==> config.mk <==
export PLATFORM = sky130hd
export DESIGN_NAME = sdram_bank_tracker
export DESIGN_NICKNAME = d
export VERILOG_FILES = /design/src/rtl/sdram_trk_pkg.sv /design/src/rtl/sdram_mode_ctl.sv /design/src/rtl/sdram_bank_fsm.sv /design/src/rtl/sdram_cmd_arbiter.sv /design/src/rtl/sdram_bank_tracker.sv
export SDC_FILE = /design/constraint.sdc
export NUM_CORES = 1
export LEC_CHECK = 0
export BUFFER_PORTS_ARGS = -buffer_cell sky130_fd_sc_hd__clkbuf_2
export CORE_UTILIZATION = 56
export DETAILED_ROUTE_END_ITERATION = 10
export GPL_TIMING_DRIVEN = 0
export PLACE_DENSITY = 0.85
export SLEW_MARGIN = 20
export SYNTH_ARGS = -nofsm -noshare
export SYNTH_HDL_FRONTEND = slang
export SYNTH_SLANG_ARGS = --single-unit
==> constraint.sdc <==
create_clock -name clk -period 2.9 [get_ports clk]
set_input_delay 0.145 -clock clk [delete_from_list [all_inputs] [get_ports clk]]
set_output_delay 0.145 -clock clk [all_outputs]
set_load 0.05 [all_outputs]
==> src/rtl/sdram_trk_pkg.sv <==
package sdram_trk_pkg;

    typedef enum logic [2:0] {
        CMD_INHIBIT = 3'd0,
        CMD_NOP     = 3'd1,
        CMD_ACT     = 3'd2,
        CMD_RD      = 3'd3,
        CMD_WR      = 3'd4,
        CMD_PRE     = 3'd5,
        CMD_BSTOP   = 3'd6,
        CMD_MRS     = 3'd7
    } sdram_cmd_e;

    typedef enum logic [1:0] {
        BK_IDLE,
        BK_OPEN,
        BK_AUTOPRE,
        BK_RECOVER
    } bank_st_e;

    typedef enum logic [2:0] {
        VC_NONE        = 3'd0,
        VC_IDLE_ACCESS = 3'd1,
        VC_OPEN_ACT    = 3'd2,
        VC_MODE_BUSY   = 3'd3,
        VC_RECOVERY    = 3'd4
    } viol_code_e;

    localparam logic [2:0] BURST_CODE_FULL  = 3'd7;
    localparam logic [2:0] BURST_CODE_RESET = 3'd2;

endpackage

==> src/rtl/sdram_mode_ctl.sv <==
module sdram_mode_ctl
    import sdram_trk_pkg::*;
#(
    parameter int TMRD  = 2,
    parameter int CNT_W = 3
) (
    input  logic             clk,
    input  logic             rst_n,
    input  logic             load_i,
    input  logic [2:0]       code_i,
    output logic             busy_o,
    output logic             full_page_o,
    output logic [CNT_W-1:0] burst_m1_o
);

    localparam int MRD_W = (TMRD > 1) ? $clog2(TMRD + 1) : 1;

    typedef enum logic {MODE_READY, MODE_SETTLE} mode_st_e;

    mode_st_e         st_q, st_d;
    logic [MRD_W-1:0] cnt_q, cnt_d;
    logic [2:0]       code_q, code_d;

    always_ff @(posedge clk) begin
        if (!rst_n) begin
            st_q   <= MODE_READY;
            cnt_q  <= '0;
            code_q <= BURST_CODE_RESET;
        end else begin
            st_q   <= st_d;
            cnt_q  <= cnt_d;
            code_q <= code_d;
        end
    end

    always_comb begin
        st_d   = st_q;
        cnt_d  = cnt_q;
        code_d = code_q;
        unique case (st_q)
            MODE_READY: begin
                if (load_i) begin
                    code_d = code_i;
                    if (TMRD > 1) begin
                        st_d  = MODE_SETTLE;
                        cnt_d = MRD_W'(TMRD - 1);
                    end
                end
            end
            MODE_SETTLE: begin
                if (cnt_q <= MRD_W'(1)) begin
                    st_d  = MODE_READY;
                    cnt_d = '0;
                end else begin
                    cnt_d = cnt_q - MRD_W'(1);
                end
            end
        endcase
    end

    always_comb begin
        busy_o      = (st_q == MODE_SETTLE);
        full_page_o = (code_q == BURST_CODE_FULL);
        unique case (code_q)
            3'd1:    burst_m1_o = CNT_W'(1);
            3'd2:    burst_m1_o = CNT_W'(3);
            3'd3:    burst_m1_o = CNT_W'(7);
            default: burst_m1_o = '0;
        endcase
    end

    AST_LOAD_WHEN_READY: assert property (@(posedge clk) disable iff (!rst_n)
        load_i |-> !busy_o);
    AST_SETTLE_ENDS: assert property (@(posedge clk) disable iff (!rst_n)
        (busy_o && cnt_q == MRD_W'(1)) |=> !busy_o);

endmodule

==> src/rtl/sdram_bank_fsm.sv <==
module sdram_bank_fsm
    import sdram_trk_pkg::*;
#(
    parameter int ROW_W = 12,
    parameter int CNT_W = 3,
    parameter int TRP   = 2
) (
    input  logic             clk,
    input  logic             rst_n,
    input  logic             act_i,
    input  logic [ROW_W-1:0] row_i,
    input  logic             acc_i,
    input  logic             ap_i,
    input  logic             pre_i,
    input  logic [CNT_W-1:0] burst_m1_i,
    output bank_st_e         state_o,
    output logic [ROW_W-1:0] row_o
);

    localparam bank_st_e   AFTER_PRE = (TRP > 1) ? BK_RECOVER : BK_IDLE;
    localparam logic [CNT_W-1:0] RCV_LOAD = (TRP > 1) ? CNT_W'(TRP - 1) : '0;

    bank_st_e         st_q, st_d;
    logic [CNT_W-1:0] cnt_q, cnt_d;
    logic [ROW_W-1:0] row_q, row_d;

    always_ff @(posedge clk) begin
        if (!rst_n) begin
            st_q  <= BK_IDLE;
            cnt_q <= '0;
            row_q <= '0;
        end else begin
            st_q  <= st_d;
            cnt_q <= cnt_d;
            row_q <= row_d;
        end
    end

    always_comb begin
        st_d  = st_q;
        cnt_d = cnt_q;
        row_d = row_q;
        unique case (st_q)
            BK_IDLE: begin
                if (act_i) begin
                    st_d  = BK_OPEN;
                    row_d = row_i;
                end
            end
            BK_OPEN: begin
                if (pre_i) begin
                    st_d  = AFTER_PRE;
                    cnt_d = RCV_LOAD;
                end else if (acc_i && ap_i) begin
                    st_d  = BK_AUTOPRE;
                    cnt_d = burst_m1_i;
                end
            end
            BK_AUTOPRE: begin
                if (pre_i) begin
                    st_d  = AFTER_PRE;
                    cnt_d = RCV_LOAD;
                end else if (acc_i) begin
                    st_d  = ap_i ? BK_AUTOPRE : BK_OPEN;
                    cnt_d = burst_m1_i;
                end else if (cnt_q == '0) begin
                    st_d  = AFTER_PRE;
                    cnt_d = RCV_LOAD;
                end else begin
                    cnt_d = cnt_q - CNT_W'(1);
                end
            end
            BK_RECOVER: begin
                if (cnt_q <= CNT_W'(1)) begin
                    st_d  = BK_IDLE;
                    cnt_d = '0;
                end else begin
                    cnt_d = cnt_q - CNT_W'(1);
                end
            end
        endcase
    end

    always_comb begin
        state_o = st_q;
        row_o   = (st_q == BK_OPEN || st_q == BK_AUTOPRE) ? row_q : '0;
    end

    AST_ACT_ONLY_IDLE: assert property (@(posedge clk) disable iff (!rst_n)
        act_i |-> st_q == BK_IDLE);
    AST_ACC_ONLY_OPEN: assert property (@(posedge clk) disable iff (!rst_n)
        acc_i |-> (st_q == BK_OPEN || st_q == BK_AUTOPRE));
    AST_PRE_ONLY_OPEN: assert property (@(posedge clk) disable iff (!rst_n)
        pre_i |-> (st_q == BK_OPEN || st_q == BK_AUTOPRE));
    AST_ROW_HELD_OPEN: assert property (@(posedge clk) disable iff (!rst_n)
        (st_q == BK_OPEN && !pre_i && !acc_i) |=> (st_q == BK_OPEN && $stable(row_o)));

endmodule

==> src/rtl/sdram_cmd_arbiter.sv <==
module sdram_cmd_arbiter
    import sdram_trk_pkg::*;
#(
    parameter int NUM_BANKS = 4,
    parameter int BA_W      = 2,
    parameter int ADDR_W    = 12,
    parameter int AP_BIT    = 10
) (
    input  logic [2:0]               cmd_i,
    input  logic [BA_W-1:0]          ba_i,
    input  logic [ADDR_W-1:0]        addr_i,
    input  bank_st_e [NUM_BANKS-1:0] bank_st_i,
    input  logic                     mode_busy_i,
    input  logic                     full_page_i,
    output logic [NUM_BANKS-1:0]     act_o,
    output logic [NUM_BANKS-1:0]     acc_o,
    output logic                     ap_o,
    output logic [NUM_BANKS-1:0]     pre_o,
    output logic                     mode_ld_o,
    output logic [2:0]               code_o
);

    sdram_cmd_e           cmd;
    logic [NUM_BANKS-1:0] sel, open_mask, busy_mask;
    bank_st_e             tgt_st;
    viol_code_e           code;

    always_comb begin
        cmd    = sdram_cmd_e'(cmd_i);
        sel    = NUM_BANKS'(1) << ba_i;
        tgt_st = bank_st_i[ba_i];
        for (int b = 0; b < NUM_BANKS; b++) begin
            open_mask[b] = (bank_st_i[b] == BK_OPEN) || (bank_st_i[b] == BK_AUTOPRE);
            busy_mask[b] = (bank_st_i[b] != BK_IDLE);
        end
    end

    always_comb begin
        act_o     = '0;
        acc_o     = '0;
        ap_o      = 1'b0;
        pre_o     = '0;
        mode_ld_o = 1'b0;
        code      = VC_NONE;
        unique case (cmd)
            CMD_ACT, CMD_RD, CMD_WR: begin
                if (mode_busy_i || tgt_st == BK_RECOVER) begin
                    code = VC_RECOVERY;
                end else if (cmd == CMD_ACT) begin
                    if (tgt_st == BK_IDLE) act_o = sel;
                    else                   code  = VC_OPEN_ACT;
                end else if (tgt_st == BK_IDLE) begin
                    code = VC_IDLE_ACCESS;
                end else begin
                    acc_o = sel;
                    ap_o  = addr_i[AP_BIT] && !full_page_i;
                end
            end
            CMD_PRE: begin
                if (mode_busy_i)                  code  = VC_RECOVERY;
                else if (addr_i[AP_BIT])          pre_o = open_mask;
                else if (tgt_st == BK_RECOVER)    code  = VC_RECOVERY;
                else                              pre_o = sel & open_mask;
            end
            CMD_MRS: begin
                if (mode_busy_i)        code      = VC_RECOVERY;
                else if (|busy_mask)    code      = VC_MODE_BUSY;
                else                    mode_ld_o = 1'b1;
            end
            CMD_INHIBIT, CMD_NOP, CMD_BSTOP: ;
        endcase
        code_o = code;
    end

endmodule

==> src/rtl/sdram_bank_tracker.sv <==
module sdram_bank_tracker
    import sdram_trk_pkg::*;
#(
    parameter int NUM_BANKS = 4,
    parameter int ROW_W     = 12,
    parameter int TRP       = 2,
    parameter int TMRD      = 2
) (
    input  logic                       clk,
    input  logic                       rst_n,
    input  logic [2:0]                 cmd_i,
    input  logic [$clog2(NUM_BANKS)-1:0] ba_i,
    input  logic [ROW_W-1:0]           addr_i,
    output logic [NUM_BANKS-1:0]       bank_open_o,
    output logic [NUM_BANKS-1:0]       bank_rcv_o,
    output logic [NUM_BANKS*ROW_W-1:0] bank_row_o,
    output logic                       viol_o,
    output logic [2:0]                 viol_code_o
);

    localparam int BA_W  = $clog2(NUM_BANKS);
    localparam int CMAX  = (TRP > 8) ? TRP : 8;
    localparam int CNT_W = $clog2(CMAX);

    bank_st_e [NUM_BANKS-1:0]            bank_st;
    logic [NUM_BANKS-1:0][ROW_W-1:0]     rows;
    logic [NUM_BANKS-1:0]                act_v, acc_v, pre_v, ap_mask;
    logic                                ap, mode_ld, mode_busy, full_page;
    logic [CNT_W-1:0]                    burst_m1;
    logic [2:0]                          code_d, code_q;

    sdram_mode_ctl #(.TMRD(TMRD), .CNT_W(CNT_W)) u_mode (
        .clk         (clk),
        .rst_n       (rst_n),
        .load_i      (mode_ld),
        .code_i      (addr_i[2:0]),
        .busy_o      (mode_busy),
        .full_page_o (full_page),
        .burst_m1_o  (burst_m1)
    );

    sdram_cmd_arbiter #(
        .NUM_BANKS (NUM_BANKS),
        .BA_W      (BA_W),
        .ADDR_W    (ROW_W),
        .AP_BIT    (10)
    ) u_arb (
        .cmd_i       (cmd_i),
        .ba_i        (ba_i),
        .addr_i      (addr_i),
        .bank_st_i   (bank_st),
        .mode_busy_i (mode_busy),
        .full_page_i (full_page),
        .act_o       (act_v),
        .acc_o       (acc_v),
        .ap_o        (ap),
        .pre_o       (pre_v),
        .mode_ld_o   (mode_ld),
        .code_o      (code_d)
    );

    for (genvar g = 0; g < NUM_BANKS; g++) begin : g_bank
        sdram_bank_fsm #(.ROW_W(ROW_W), .CNT_W(CNT_W), .TRP(TRP)) u_fsm (
            .clk        (clk),
            .rst_n      (rst_n),
            .act_i      (act_v[g]),
            .row_i      (addr_i),
            .acc_i      (acc_v[g]),
            .ap_i       (ap),
            .pre_i      (pre_v[g]),
            .burst_m1_i (burst_m1),
            .state_o    (bank_st[g]),
            .row_o      (rows[g])
        );
    end

    always_ff @(posedge clk) begin
        if (!rst_n) code_q <= '0;
        else        code_q <= code_d;
    end

    always_comb begin
        for (int b = 0; b < NUM_BANKS; b++) begin
            bank_open_o[b] = (bank_st[b] == BK_OPEN) || (bank_st[b] == BK_AUTOPRE);
            bank_rcv_o[b]  = (bank_st[b] == BK_RECOVER);
            ap_mask[b]     = (bank_st[b] == BK_AUTOPRE);
        end
        bank_row_o  = rows;
        viol_code_o = code_q;
        viol_o      = (code_q != 3'd0);
    end

    AST_CODE_RANGE: assert property (@(posedge clk) disable iff (!rst_n)
        viol_o |-> (viol_code_o >= 3'd1 && viol_code_o <= 3'd4));
    AST_NO_AP_FULLPAGE: assert property (@(posedge clk) disable iff (!rst_n)
        full_page |-> ap_mask == '0);
    AST_DOUBLE_ACT_FLAGGED: assert property (@(posedge clk) disable iff (!rst_n)
        (cmd_i == CMD_ACT && bank_open_o[ba_i]) |=> viol_o);
    AST_OPEN_RCV_EXCL: assert property (@(posedge clk) disable iff (!rst_n)
        (bank_open_o & bank_rcv_o) == '0);
    AST_NOP_QUIET: assert property (@(posedge clk) disable iff (!rst_n)
        (cmd_i == CMD_NOP || cmd_i == CMD_INHIBIT || cmd_i == CMD_BSTOP) |=> !viol_o);

endmodule

==> results.json <==
{
  "worst_slack_ns": 0.317,
  "grt_max_degree": 14,
  "placed_area_um2": 5300,
  "wl_per_cell_um": 16.1,
  "max_freq_ghz": 0.387,
  "synth_top_area_frac": 0.321,
  "setup_viol": 0,
  "clkLatencyLatePin_ns": 0.35,
  "drtPass1Iterations": 5,
  "finalCritPeriodShare": 0.891,
  "critical_path_class": "reg -> reg",
  "seq_area_frac_synth": 0.321,
  "finalCriticalPeriod_ns": 2.58,
  "post_cts_resize_count": 0,
  "syn_area_um2": 4810,
  "synth_ff_type": "dfxtp_1",
  "start_util": 0.582,
  "worst_pin_slew_ns": 0.744,
  "syn_to_final_growth_pct": 14.0,
  "fp.dieW_um": 94.6,
  "io_buffers": 73,
  "maxCapViolCount": 0,
  "p_leak_nw": 2.22,
  "cts_max_path_buffers": 2,
  "hpwlAfterDp_mm": 9.69,
  "cts_buffers": 9,
  "synth_warnings": 0,
  "boundaryPins": 79,
  "yosys-top-cells-count": "nand2_1 (126), dfxtp_1 (77), a21oi_1 (68)",
  "ys_ff_latch": 77,
  "diodes": 0,
  "crit_path_end_kind": "register",
  "post_cts_buffers": 0,
  "worst_hold_startpoint": "addr_i[11]",
  "syn_inst": 622,
  "design.final.nets": 756,
  "start_kind": "register",
  "multiInputGateArea_um2": 3010,
  "maxSlewHeadroom": 0.500,
  "tns_ns": 0,
  "r2r_start": "g_bank[1].u_fsm.state_o[1]",
  "synth.most_common_cell": "nand2_1",
  "crit_arrival_ns": 2.86,
  "ff2ff_setup_slack_ns": 0.32,
  "cts_tree": "yes",
  "die-area_um2": 8960,
  "clock-sinks": 77,
  "required_ns": 3.18,
  "hold_viol_final": 0,
  "final_cell_count_no_fill": 815,
  "critical_path.max_fanout": 8,
  "postLayoutCellArea_um2": 5480,
  "finalMaxSlewViolations": 0,
  "rsz0062_at_grt": "no",
  "n_fill_cell": 712,
  "fp-row-count": 33,
  "track_usage": 0.306,
  "wl_mm": 13.1,
  "antenna_left": 0,
  "drive_gt1_frac": 0.158,
  "async_reset_ff_frac": 0,
  "yosysTopAreaCell": "dfxtp_1",
  "coreArea_um2": 8260,
  "grt-ovfl-total": 0,
  "finalCoreUtilization": 0.663,
  "skew_ns": 0.00512,
  "cts_hold_buffers": 0,
  "cts.clk_slew.worst_paths_ns": 0.08,
  "synth_edf_count": 0,
  "synth.area.top_cells": "dfxtp_1 (32%), nand2_1 (9.8%), ha_1 (8.1%)",
  "syn-mean-instance-area_um2": 7.73,
  "antenna_found_initial": 0,
  "status": "finished, final reports clean",
  "vias": 4876,
  "power_density_nw_per_um2": 658,
  "drc": 0,
  "routed_via_density": 5.98,
  "dp.cells": 800,
  "grt_pass1_wl_mm": 21.4,
  "peakVddDrop_mv": 0.314,
  "ys_types": 69,
  "startpoint": "g_bank[1].u_fsm.state_o[1]",
  "synthesis.nets": 672,
  "root_buffer": "clkbuf_8",
  "first_iter_violations": 434,
  "regArea_um2": 1540,
  "globalplace.congestion": 0.952,
  "dp_slack_ns": 0.375,
  "grt_pass1_vias": 4488,
  "die_h_um": 94.6,
  "htreeDepth": 3,
  "hp-class": "in -> reg"
}
## sequential cells by signal (all words and copies together) (netlist names)
register	cells
u_mode.code_q	3
viol_code_o	3
g_bank.u_fsm.cnt_q	12
g_bank.u_fsm.state_o	8
u_mode.cnt_q	2
g_bank.u_fsm.row_q	48
u_mode.busy_o	1
## worst max-delay path, cell delays in order (launching register included)
cell	delay (ns)
dfxtp_1	0.40
mux4_2	0.51
buf_6	0.17
xnor2_2	0.19
nor2_1	0.32
a32oi_1	0.24
or4_1	0.51
a31oi_1	0.17
## area by class of cell
type | instances | share of cell area
plain buffers | 33 | 0.0279
flip-flops and latches | 77 | 0.281
clock buffers | 10 | 0.0251
repair buffers | 73 | 0.0667
multi-input cells | 486 | 0.550
clock inverters | 5 | 0.00663
inverters | 26 | 0.0178
well taps | 105 | 0.0240
## routing by layer
metal	GRT usage	vias up	share of wire
met5	0	-	0
met4	0.119	0	0.026
met3	0.0668	29	0.071
met2	0.515	194	0.48
met1	0.378	2300	0.42
li1	-	2353	-
## power by group
group / leakage, nW / internal, W / switching [W]
sequential: 0.623 / 0.00116 / 0.000113
clock: 0.0808 / 0.000331 / 0.000423
combinational: 1.52 / 0.000578 / 0.000995
total: 2.22 / 0.00207 / 0.00153
## per-stage QoR
stage | hold slack [ns] | total power, W
2_1_floorplan | 0.273 | 0.00248
6_report | 0.0758 | 0.00360
3_5_place_dp | 0.437 | 0.00284
5_1_grt | 0.0572 | 0.00383
3_3_place_gp | 0.429 | 0.00277
4_1_cts | 0.0666 | 0.00358
## cell usage in the layout (no fill, tap or decap), types with 3 or more instances in the layout
cell type | netlist | final
mux2i_1 | 13 | 13
clkbuf_1 | 25 | 25
a41o_1 | 3 | 3
buf_6 | 3 | 3
nor2_1 | 26 | 26
and3_1 | 7 | 7
o211ai_1 | 10 | 10
and2_1 | 51 | 51
o32ai_1 | 4 | 4
o21bai_1 | 3 | 3
a31oi_1 | 14 | 14
nor3_1 | 7 | 7
a21o_1 | 3 | 3
a211oi_1 | 9 | 9
clkinvlp_4 | 0 | 3
clkbuf_8 | 0 | 10
clkbuf_2 | 0 | 73
nand3_1 | 12 | 12
xnor2_1 | 3 | 3
a21oi_1 | 68 | 68
o22ai_1 | 4 | 4
inv_1 | 26 | 26
nand2b_1 | 11 | 11
nor2b_1 | 3 | 3
ha_1 | 31 | 31
or2_2 | 3 | 3
nand2_1 | 126 | 126
dfxtp_1 | 77 | 77
o21ai_0 | 24 | 24
nand4_1 | 4 | 4
## cells by family after synthesis
group | Yosys count | share of synthesized area
AND/OR/NAND/NOR | 268 | 0.275
AO/OA/AOI/OAI | 166 | 0.218
flip-flops | 77 | 0.321
buffers and inverters | 59 | 0.0521
adder cells (fa/ha/maj) | 31 | 0.0807
multiplexers | 16 | 0.0388
XOR/XNOR | 5 | 0.0146
## worst paths after layout
check                           depth (start not counted)                    endpoint
worst max-delay path                                    7  g_bank[2].u_fsm.state_o[1]
worst min-delay path                                    3   g_bank[1].u_fsm.row_q[11]
worst max register to register                          7  g_bank[2].u_fsm.state_o[1]
worst min register to register                          2    g_bank[0].u_fsm.row_q[9]
Power figures use the tool's default switching activity.
